<file path="src/rtl/loc_arb_pkg.sv">
package loc_arb_pkg;

  // Command chosen from one write, by precedence.
  typedef enum logic [1:0] {
    CMD_NONE  = 2'd0,
    CMD_REL   = 2'd1,
    CMD_SEIZE = 2'd2,
    CMD_REQ   = 2'd3
  } cmd_e;

  // Write-data bit positions of the access register.
  localparam int BIT_OWNER   = 5;
  localparam int BIT_TAKEN   = 4;
  localparam int BIT_SEIZE   = 3;
  localparam int BIT_WAITING = 2;
  localparam int BIT_REQ     = 1;

  localparam logic [7:0] MISS_BYTE = 8'hFF;

  // Builds the register image seen by one locality.
  function automatic logic [7:0] access_image(input logic owner,
                                              input logic taken,
                                              input logic waiting,
                                              input logic req);
    logic [7:0] b;
    b = 8'h81;
    b[BIT_OWNER]   = owner;
    b[BIT_TAKEN]   = taken;
    b[BIT_WAITING] = waiting;
    b[BIT_REQ]     = req;
    return b;
  endfunction

  // Picks the one command a write carries.
  function automatic cmd_e pick_cmd(input logic [7:0] d);
    if (d[BIT_OWNER])      return CMD_REL;
    else if (d[BIT_SEIZE]) return CMD_SEIZE;
    else if (d[BIT_REQ])   return CMD_REQ;
    else                   return CMD_NONE;
  endfunction

endpackage

</file>
<file path="src/rtl/loc_cmd_decode.sv">
module loc_cmd_decode
  import loc_arb_pkg::*;
#(
  parameter int NUM_LOC  = 5,
  parameter int WIN_BITS = 12,
  parameter int IDX_W    = 3,
  localparam int ADDR_W  = WIN_BITS + IDX_W
) (
  input  logic [ADDR_W-1:0] addr,
  input  logic [7:0]        wdata,
  output logic              hit,
  output logic [IDX_W-1:0]  idx,
  output cmd_e              cmd,
  output logic              clr_taken
);

  logic [WIN_BITS-1:0] offset;
  logic                unused_bits;

  assign idx         = addr[WIN_BITS +: IDX_W];
  assign offset      = addr[WIN_BITS-1:0];
  assign hit         = (offset == '0) && (int'(idx) < NUM_LOC);
  assign cmd         = pick_cmd(wdata);
  assign clr_taken   = wdata[BIT_TAKEN];
  assign unused_bits = ^{wdata[7:6], wdata[2], wdata[0]};

endmodule

</file>
<file path="src/rtl/loc_owner_ctrl.sv">
module loc_owner_ctrl
  import loc_arb_pkg::*;
#(
  parameter int NUM_LOC = 5,
  parameter int IDX_W   = 3
) (
  input  logic               clk,
  input  logic               rst_n,
  input  logic               wr_hit,
  input  logic [IDX_W-1:0]   idx,
  input  cmd_e               cmd,
  input  logic               clr_taken,
  output logic [NUM_LOC-1:0] act_q,
  output logic [NUM_LOC-1:0] req_q,
  output logic [NUM_LOC-1:0] taken_q,
  output logic               grant_evt,
  output logic               seize_evt,
  output logic               release_evt
);

  logic [NUM_LOC-1:0] act_n, req_n, taken_n;
  logic [IDX_W-1:0]   owner_idx;
  logic [IDX_W-1:0]   next_idx;
  logic               owner_any;

  // Index of the highest set bit (lowest index wins only if alone).
  function automatic logic [IDX_W-1:0] top_index(input logic [NUM_LOC-1:0] v);
    logic [IDX_W-1:0] r;
    r = '0;
    for (int i = 0; i < NUM_LOC; i++) begin
      if (v[i]) r = IDX_W'(i);
    end
    return r;
  endfunction

  function automatic logic [NUM_LOC-1:0] one_hot(input logic [IDX_W-1:0] i);
    return NUM_LOC'(1) << i;
  endfunction

  assign owner_any = |act_q;
  assign owner_idx = top_index(act_q);
  assign next_idx  = top_index(req_q);

  always_comb begin
    act_n       = act_q;
    req_n       = req_q;
    taken_n     = taken_q;
    grant_evt   = 1'b0;
    seize_evt   = 1'b0;
    release_evt = 1'b0;
    if (wr_hit) begin
      if (clr_taken) taken_n[idx] = 1'b0;
      unique case (cmd)
        CMD_REL: begin
          if (act_q[idx]) begin
            release_evt = 1'b1;
            act_n       = '0;
            if (|req_q) begin
              act_n[next_idx] = 1'b1;
              req_n[next_idx] = 1'b0;
            end
          end
        end
        CMD_SEIZE: begin
          if (!owner_any) begin
            grant_evt  = 1'b1;
            act_n      = one_hot(idx);
            req_n[idx] = 1'b0;
          end else if (idx > owner_idx) begin
            seize_evt          = 1'b1;
            taken_n[owner_idx] = 1'b1;
            act_n              = one_hot(idx);
            req_n[idx]         = 1'b0;
          end
        end
        CMD_REQ: begin
          if (!owner_any) begin
            grant_evt  = 1'b1;
            act_n      = one_hot(idx);
            req_n[idx] = 1'b0;
          end else if (!act_q[idx]) begin
            req_n[idx] = 1'b1;
          end
        end
        default: ;
      endcase
    end
  end

  always_ff @(posedge clk or negedge rst_n) begin
    if (!rst_n) begin
      act_q   <= '0;
      req_q   <= '0;
      taken_q <= '0;
    end else begin
      act_q   <= act_n;
      req_q   <= req_n;
      taken_q <= taken_n;
    end
  end

endmodule

</file>
<file path="src/rtl/loc_status_view.sv">
module loc_status_view
  import loc_arb_pkg::*;
#(
  parameter int NUM_LOC = 5,
  parameter int IDX_W   = 3
) (
  input  logic               hit,
  input  logic [IDX_W-1:0]   idx,
  input  logic [NUM_LOC-1:0] act_q,
  input  logic [NUM_LOC-1:0] req_q,
  input  logic [NUM_LOC-1:0] taken_q,
  output logic [7:0]         rdata
);

  logic [7:0] view_b [NUM_LOC];

  for (genvar g = 0; g < NUM_LOC; g++) begin : g_view
    logic others_wait;
    assign others_wait = |(req_q & ~(NUM_LOC'(1) << g));
    assign view_b[g]   = access_image(act_q[g], taken_q[g], others_wait, req_q[g]);
  end

  assign rdata = hit ? view_b[idx] : MISS_BYTE;

endmodule

</file>
<file path="src/rtl/loc_access_arbiter.sv">
module loc_access_arbiter
  import loc_arb_pkg::*;
#(
  parameter int NUM_LOC  = 5,
  parameter int WIN_BITS = 12,
  localparam int IDX_W   = $clog2(NUM_LOC),
  localparam int ADDR_W  = WIN_BITS + IDX_W
) (
  input  logic               clk,
  input  logic               rst_n,
  input  logic [ADDR_W-1:0]  bus_addr,
  input  logic               bus_wr,
  input  logic [7:0]         bus_wdata,
  output logic [7:0]         bus_rdata,
  output logic [NUM_LOC-1:0] active_vec
);

  logic               hit;
  logic               wr_hit;
  logic [IDX_W-1:0]   idx;
  cmd_e               cmd;
  logic               clr_taken;
  logic [NUM_LOC-1:0] req_q;
  logic [NUM_LOC-1:0] taken_q;
  logic               grant_evt;
  logic               seize_evt;
  logic               release_evt;

  loc_cmd_decode #(.NUM_LOC(NUM_LOC), .WIN_BITS(WIN_BITS), .IDX_W(IDX_W)) dec_i (
    .addr(bus_addr), .wdata(bus_wdata), .hit(hit), .idx(idx),
    .cmd(cmd), .clr_taken(clr_taken)
  );

  assign wr_hit = bus_wr & hit;

  loc_owner_ctrl #(.NUM_LOC(NUM_LOC), .IDX_W(IDX_W)) own_i (
    .clk(clk), .rst_n(rst_n), .wr_hit(wr_hit), .idx(idx), .cmd(cmd),
    .clr_taken(clr_taken), .act_q(active_vec), .req_q(req_q),
    .taken_q(taken_q), .grant_evt(grant_evt), .seize_evt(seize_evt),
    .release_evt(release_evt)
  );

  loc_status_view #(.NUM_LOC(NUM_LOC), .IDX_W(IDX_W)) view_i (
    .hit(hit), .idx(idx), .act_q(active_vec), .req_q(req_q),
    .taken_q(taken_q), .rdata(bus_rdata)
  );

endmodule

</file>
<file path="config.mk">
export PLATFORM = sky130hd
export DESIGN_NAME = loc_access_arbiter
export DESIGN_NICKNAME = d
export VERILOG_FILES = /design/src/rtl/loc_arb_pkg.sv /design/src/rtl/loc_cmd_decode.sv /design/src/rtl/loc_owner_ctrl.sv /design/src/rtl/loc_status_view.sv /design/src/rtl/loc_access_arbiter.sv
export SDC_FILE = /design/constraint.sdc
export NUM_CORES = 1
export LEC_CHECK = 0
export BUFFER_PORTS_ARGS = -buffer_cell sky130_fd_sc_hd__buf_4
export CORE_UTILIZATION = 45
export DETAILED_ROUTE_END_ITERATION = 7
export PLACE_DENSITY_LB_ADDON = 0.3
export RECOVER_POWER = 25
export SLEW_MARGIN = 20
export SYNTH_ARGS = -nofsm -noshare
export SYNTH_HDL_FRONTEND = slang
export SYNTH_SLANG_ARGS = --single-unit
</file>
<file path="constraint.sdc">
create_clock -name clk -period 2.3 [get_ports clk]
set_input_delay 0.23 -clock clk [delete_from_list [all_inputs] [get_ports clk]]
set_output_delay 0.23 -clock clk [all_outputs]
set_load 0.005 [all_outputs]
</file>
**Word level (Yosys, flattened, before mapping)**

Cells that the tools add are included.

- Register bits: 15
- Word-level logic and storage cells: 86

- Magnitude comparators: 9
- Equality and inequality tests: 8
- Shift operators: 1
- Multiplexer cells: 41
- Bitwise logic cells: 9
- Reduce and logical (&&, ||, !) cells: 15

Operator list:

| operator | count |
|---|---|
| 5-bit two-way mux | 16 |
| 5-bit case mux with 3 select lines | 2 |
| 8-bit binary-select mux with 3-bit select | 1 |
| 8-bit two-way mux | 3 |
| 4-bit OR reduction | 5 |
| 5-bit AND | 3 |
| 2-bit two-way mux | 7 |
| 12-bit logical NOT | 1 |
| 3-bit by 4-bit < comparator with 1-bit output (second input constant) | 3 |
| 5-bit inverter | 2 |
| 5-bit bitwise OR | 2 |
| 5-bit OR reduction | 2 |
| 1-bit demux with 3-bit select | 3 |
| 3-bit by 1-bit >= comparator with 1-bit output (second input constant) | 3 |
| 1-bit two-way mux | 6 |
| 3-bit two-way mux | 2 |
| 3-bit != test (second input constant) | 2 |
| 6-bit AND reduction | 1 |
| 5-bit AND reduction | 1 |
| 1-bit by 3-bit << shifter with 5-bit output (first input constant) | 1 |
| 2-bit == test (second input constant) | 2 |
| 4-bit >= comparator (second input constant) | 1 |
| 1-bit logical AND | 4 |
| 2-bit by 1-bit != test with 1-bit output (second input constant) | 2 |
| other kinds (8) | 8 |

**Longest topological paths before layout**

- Depth in word-level cells: 13
- Mapped depth: 9

**Modules after synthesis**

A second synthesis with hierarchy kept.

- Cells, all modules: 157
- Area total of the unflattened synthesis: 1408.9 um2

By module, submodules not included:

| module | instances | cells an instance | area an instance (um2) |
|---|---|---|---|
| loc_owner_ctrl | 1 | 114 | 1088.5 |
| loc_status_view | 1 | 29 | 232.7 |
| loc_cmd_decode | 1 | 13 | 81.3 |
| loc_access_arbiter | 1 | 1 | 6.3 |

**Least setup slack after synthesis**

Ideal clock, no wire load.

- Path type: reg-to-reg
- From: register own_i.act_q[4]
- To: register own_i.act_q[1]
- Setup time: 125 ps
- Arrival time: 2238 ps
- Data required time: 2175 ps
- Setup slack: -63 ps
- Stages on the path, launching flop included: 9
- Clock period less this slack: 2363 ps
- Cell sequence: dfrtp_1 -> inv_1 -> o21ai_0 -> ha_1 -> a211oi_1 -> nor2_1 -> o31ai_1 -> a211o_2 -> mux2_4

- Cells in the longest elaborated chain, start to end: 4
- Elaborated cells between the ends (all ways): 11
- Classes of those cells: order compare (1); eq/ne (3); mux (5); reduce/logical (2)

Ends and longest elaborated chain:

| element | RTL line | source |
|---|---|---|
| start, declared | loc_owner_ctrl.sv:13 | `output logic [NUM_LOC-1:0] act_q,` |
| start signal, assigned | loc_owner_ctrl.sv:96 | `act_q <= act_n;` |
| 3-bit two-way mux / 1-bit binary-select mux with 3-bit select (equally long branches) | loc_owner_ctrl.sv:31, loc_owner_ctrl.sv:55 |  |
| 3-bit greater-than comparator / 1-bit two-way mux (equally long branches) | loc_owner_ctrl.sv:69, loc_owner_ctrl.sv:55 |  |
| 3-bit != test (no line) / 2-bit by 1-bit != test with 1-bit output (equally long branches) | -- |  |
| 5-bit AND reduction (no line) | -- |  |

Several ways; a longest one is shown, not always the timed one. The select of a mux whose other input is x is not followed.
A chain may end at the register's enable or synchronous reset.

**Worst setup path after layout**

- From: register own_i.act_q[3]
- To: register own_i.req_q[3]

- Cells in the longest elaborated chain, start to end: 5
- Elaborated cells between the ends (all ways): 13
- Classes of those cells: order compare (1); eq/ne (3); mux (7); reduce/logical (2)

Ends and longest elaborated chain:

| element | RTL line | source |
|---|---|---|
| 2-bit two-way mux | loc_owner_ctrl.sv:31 | `if (v[i]) r = IDX_W'(i);` |
| 3-bit two-way mux | loc_owner_ctrl.sv:31 |  |
| 3-bit greater-than comparator | loc_owner_ctrl.sv:69 | `end else if (idx > owner_idx) begin` |
| 3-bit != test (no line) | -- |  |
| 6-bit AND reduction (no line) | -- |  |
| end signal, assigned | loc_owner_ctrl.sv:97 | `req_q <= req_n;` |
| end, declared | loc_owner_ctrl.sv:14 | `output logic [NUM_LOC-1:0] req_q,` |

Several ways; a longest one is shown, not always the timed one. The select of a mux whose other input is x is not followed.

==> results.md <==
- WL/cell: 16.7 um
- Worst-margin pin slew: 895 ps
- FILL cells: 229
- Max Freq: 453 MHz
- Clk_skew: 13.2 ps
- Clock share of power: 28.9%
- Top cells by area, synth: dfrtp_1, mux2i_1, mux2_4
- CTS tree: done
- Root buf cell: clkbuf_4
- Area growth syn-to-layout: 34.3%
- Crit Reg-Reg Startpoint: own_i.act_q[3]$_DFFE_PN0P_
- Final core occ: 64.9%
- Pwr dens: 346 nW/um^2
- Diodes inserted: 0
- Worst path cell trace: buf_4 > nor2_2 > nor4b_2 > buf_4 > nor4b_1 > mux2_4 > or3_4 > a21o_1
- Critical path required time: 2490 ps
- Clk sink count: 15
- Yosys top cell by area: dfrtp_1
- DIE AREA: 2920 sq um
- Slew headroom: 40.3%
- Row count: 18
- Sw Share: 30.8%
- Endpoints failing setup: 0
- R2R cell count: 8
- Clock slew at reported path FFs: 110 ps
- Worst Hold Endpoint: own_i.taken_q[4]$_DFFE_PN0P_
- WHS Path Cells: 3
- First-pass GRT wire length: 5.43 mm
- FF-to-FF setup slack: 90 ps
- GP Congestion: 0.861
- Crit-path max cell delay: 470 ps
- GRT Resource Usage Total: 26.6%
- Vias in the first global route: 1165
- Type of the tightest min-delay check: primary input to flop
- Iteration-0 DRC Markers: 32
- HP Start: bus_wr
- Mapped Avg Cell Area: 9.03 sq um
- Syn. warnings: 0
- Clock Path Buffers: 2
- Worst skew pair latency: 300 ps
- Vias/cell: 6.01
- Comb power frac: 22.6%
- Switching power total: 0.174 mW
- Die Y: 54.0 um
- Flop pwr share: 48.5%
- Max-cap check violation count: 0
- CP max FO: 7
- Internal Pwr Total: 0.392 mW
- Seq/Total Area, Yosys: 30.8%
- FFs w/ async S/R, synth: 100%
- Core ar.: 2520 sq um
- Port Buf Inserts: 32
- Final hold slack: 254 ps
- Period minus WS final: 2210 ps
- Detail Route Antenna Nets: 0
- Area share of the largest cell type after synthesis: 30.8%
- Main synth FF type: dfrtp_1
- Post-synth cell types: 43
- DPL Wire Length: 2.68 mm
- Die W: 54.0 um
- Drc violations: 0
- Via count: 1280
- Largest net degree at the start of global routing: 16
- Critical path class: flop to flop
- Final worst-path cycle share: 96.1%
- Cell mode on critical path: buf_4
- Fin. Hold Viols: 0
- EDFF count, synth: 0
- Outcome: complete, no violations
- TritonCTS buffer count: 3
- Starting density of the core: 48.3%
- CTS H-Tree Depth: 1
- IO Count: 39
- Grt ovf: 0
- Worst VDD drop: 0.345 mV
- Final WL: 3.55 mm
- Startpoint types: flop
- Mapped Cells: 135
- CP Data Arrival Time: 2400 ps
- FF-to-FF End: own_i.req_q[3]$_DFFE_PN0P_
- Post-synthesis register bit count: 15
- Worst path slowest cell: dfrtp_2
- Final nets: 213
- Setup crit end kind: flop
- Cell Area, Synth: 1220 sq um
- Final Max Tran Viols: 0
- Layout cells sized above 1: 39.9%
- Initial antenna violation count: 0
- Pleak: 0.737 nW
- Drt pass-1 iters: 5
-- worst max path at each step --
stage / startpoint / end
after floorplan: own_i.act_q[4]$_DFFE_PN0P_ / own_i.act_q[1]$_DFFE_PN0P_
after global placement: own_i.act_q[3]$_DFFE_PN0P_ / own_i.act_q[1]$_DFFE_PN0P_
after detailed placement: own_i.act_q[3]$_DFFE_PN0P_ / own_i.act_q[1]$_DFFE_PN0P_
after CTS: own_i.act_q[3]$_DFFE_PN0P_ / own_i.act_q[1]$_DFFE_PN0P_
after global routing: own_i.act_q[3]$_DFFE_PN0P_ / own_i.req_q[1]$_DFFE_PN0P_
final: own_i.act_q[3]$_DFFE_PN0P_ / own_i.req_q[3]$_DFFE_PN0P_
-- cell families after synthesis --
logic type	synth area share [%]
and+or+nand+nor	22.1
AOI/OAI and AO/OA	23.3
buffers and inverters	6.88
DFF	30.8
muxes	13.6
adders and majority gates	3.08
other	0.308
-- repair_timing --
item / 4_1_cts / 5_1_grt
resized for setup: 0 / 5
endpoints found under the hold margin: 15 / 0
setup buffers: 0 / 4
hold buffers: 1 / 0
endpoints found under the setup margin: 0 / 9
-- through the flow --
stage	std cells	setup slack, ps	instance area (sq um)	total power, mW	setup TNS, ps
finish	213	90.2	1640	0.566	0
global placement	204	57.2	1560	0.401	0
CTS	209	7.27	1600	0.567	0
global route	213	-15.0	1640	0.593	-37.9
floorplan	136	44.0	1230	0.345	0
detailed placement	204	42.4	1560	0.403	0
-- flip-flops by register name, summed over array words and instances (netlist names) --
name and cells:
own_i.act_q 5, own_i.req_q 5, own_i.taken_q 5
-- cell usage in the layout, fill, tap and decap left out, types with 2 or more instances in the layout --
| master | Yosys | final |
|---|---|---|
| a21o_1 | 2 | 2 |
| a221o_2 | 2 | 2 |
| a32o_1 | 3 | 3 |
| and3_1 | 2 | 2 |
| buf_4 | 5 | 49 |
| clkbuf_4 | 0 | 3 |
| conb_1 | 1 | 2 |
| dfrtp_1 | 15 | 14 |
| ha_1 | 3 | 3 |
| inv_1 | 8 | 8 |
| mux2_4 | 4 | 4 |
| mux2i_1 | 6 | 6 |
| mux4_2 | 2 | 2 |
| nand2_1 | 10 | 10 |
| nand2b_1 | 3 | 3 |
| nand3_1 | 9 | 9 |
| nand4_1 | 3 | 3 |
| nor2_1 | 11 | 10 |
| nor2_2 | 1 | 2 |
| nor3_1 | 2 | 2 |
| nor4_1 | 3 | 3 |
| o211ai_1 | 3 | 3 |
| o21ai_0 | 11 | 10 |
| o21ai_1 | 1 | 2 |
| o41ai_1 | 3 | 3 |
-- critical path, delay by kind of cell, from the launching register on --
kind	cells	cell delay, ps
compound gates	1	190
buf+inv	2	330
flops	1	470
mux	1	290
simple gates	4	810
-- cell usage after synthesis (all sizes together), types with 4 or more instances --
master  instances
buf             6
dfrtp          15
inv             9
mux2            4
mux2i           6
nand2          10
nand3           9
nor2           12
o21ai          12
-- metal layers --
layer | routed length (um) | GRT usage [%] | vias up
li1 | - | - | 610
met1 | 1470 | 31.8 | 621
met2 | 1830 | 45.5 | 41
met3 | 184 | 7.63 | 8
met4 | 75 | 8.12 | 0
met5 | 0 | 0 | -
-- cell type report --
class	count	area (sq um)	share of cell area [%]
Tap cell	30	37.5	2.29
Multi-Input combinational cell	104	779	47.6
Sequential cell	15	377	23.0
Clock inverter	1	5.00	0.306
Inverter	9	33.8	2.06
Clock buffer	3	22.5	1.38
Timing Repair Buffer	51	382	23.3
-- power groups by stage --
stage	combinational, mW	clock, mW	sequential (mW)
2_1_floorplan	0.0679	0	0.277
3_3_place_gp	0.122	0	0.279
3_5_place_dp	0.124	0	0.279
4_1_cts	0.125	0.167	0.274
5_1_grt	0.141	0.177	0.275
6_report	0.128	0.164	0.274
(Power assumes the default switching activity.)
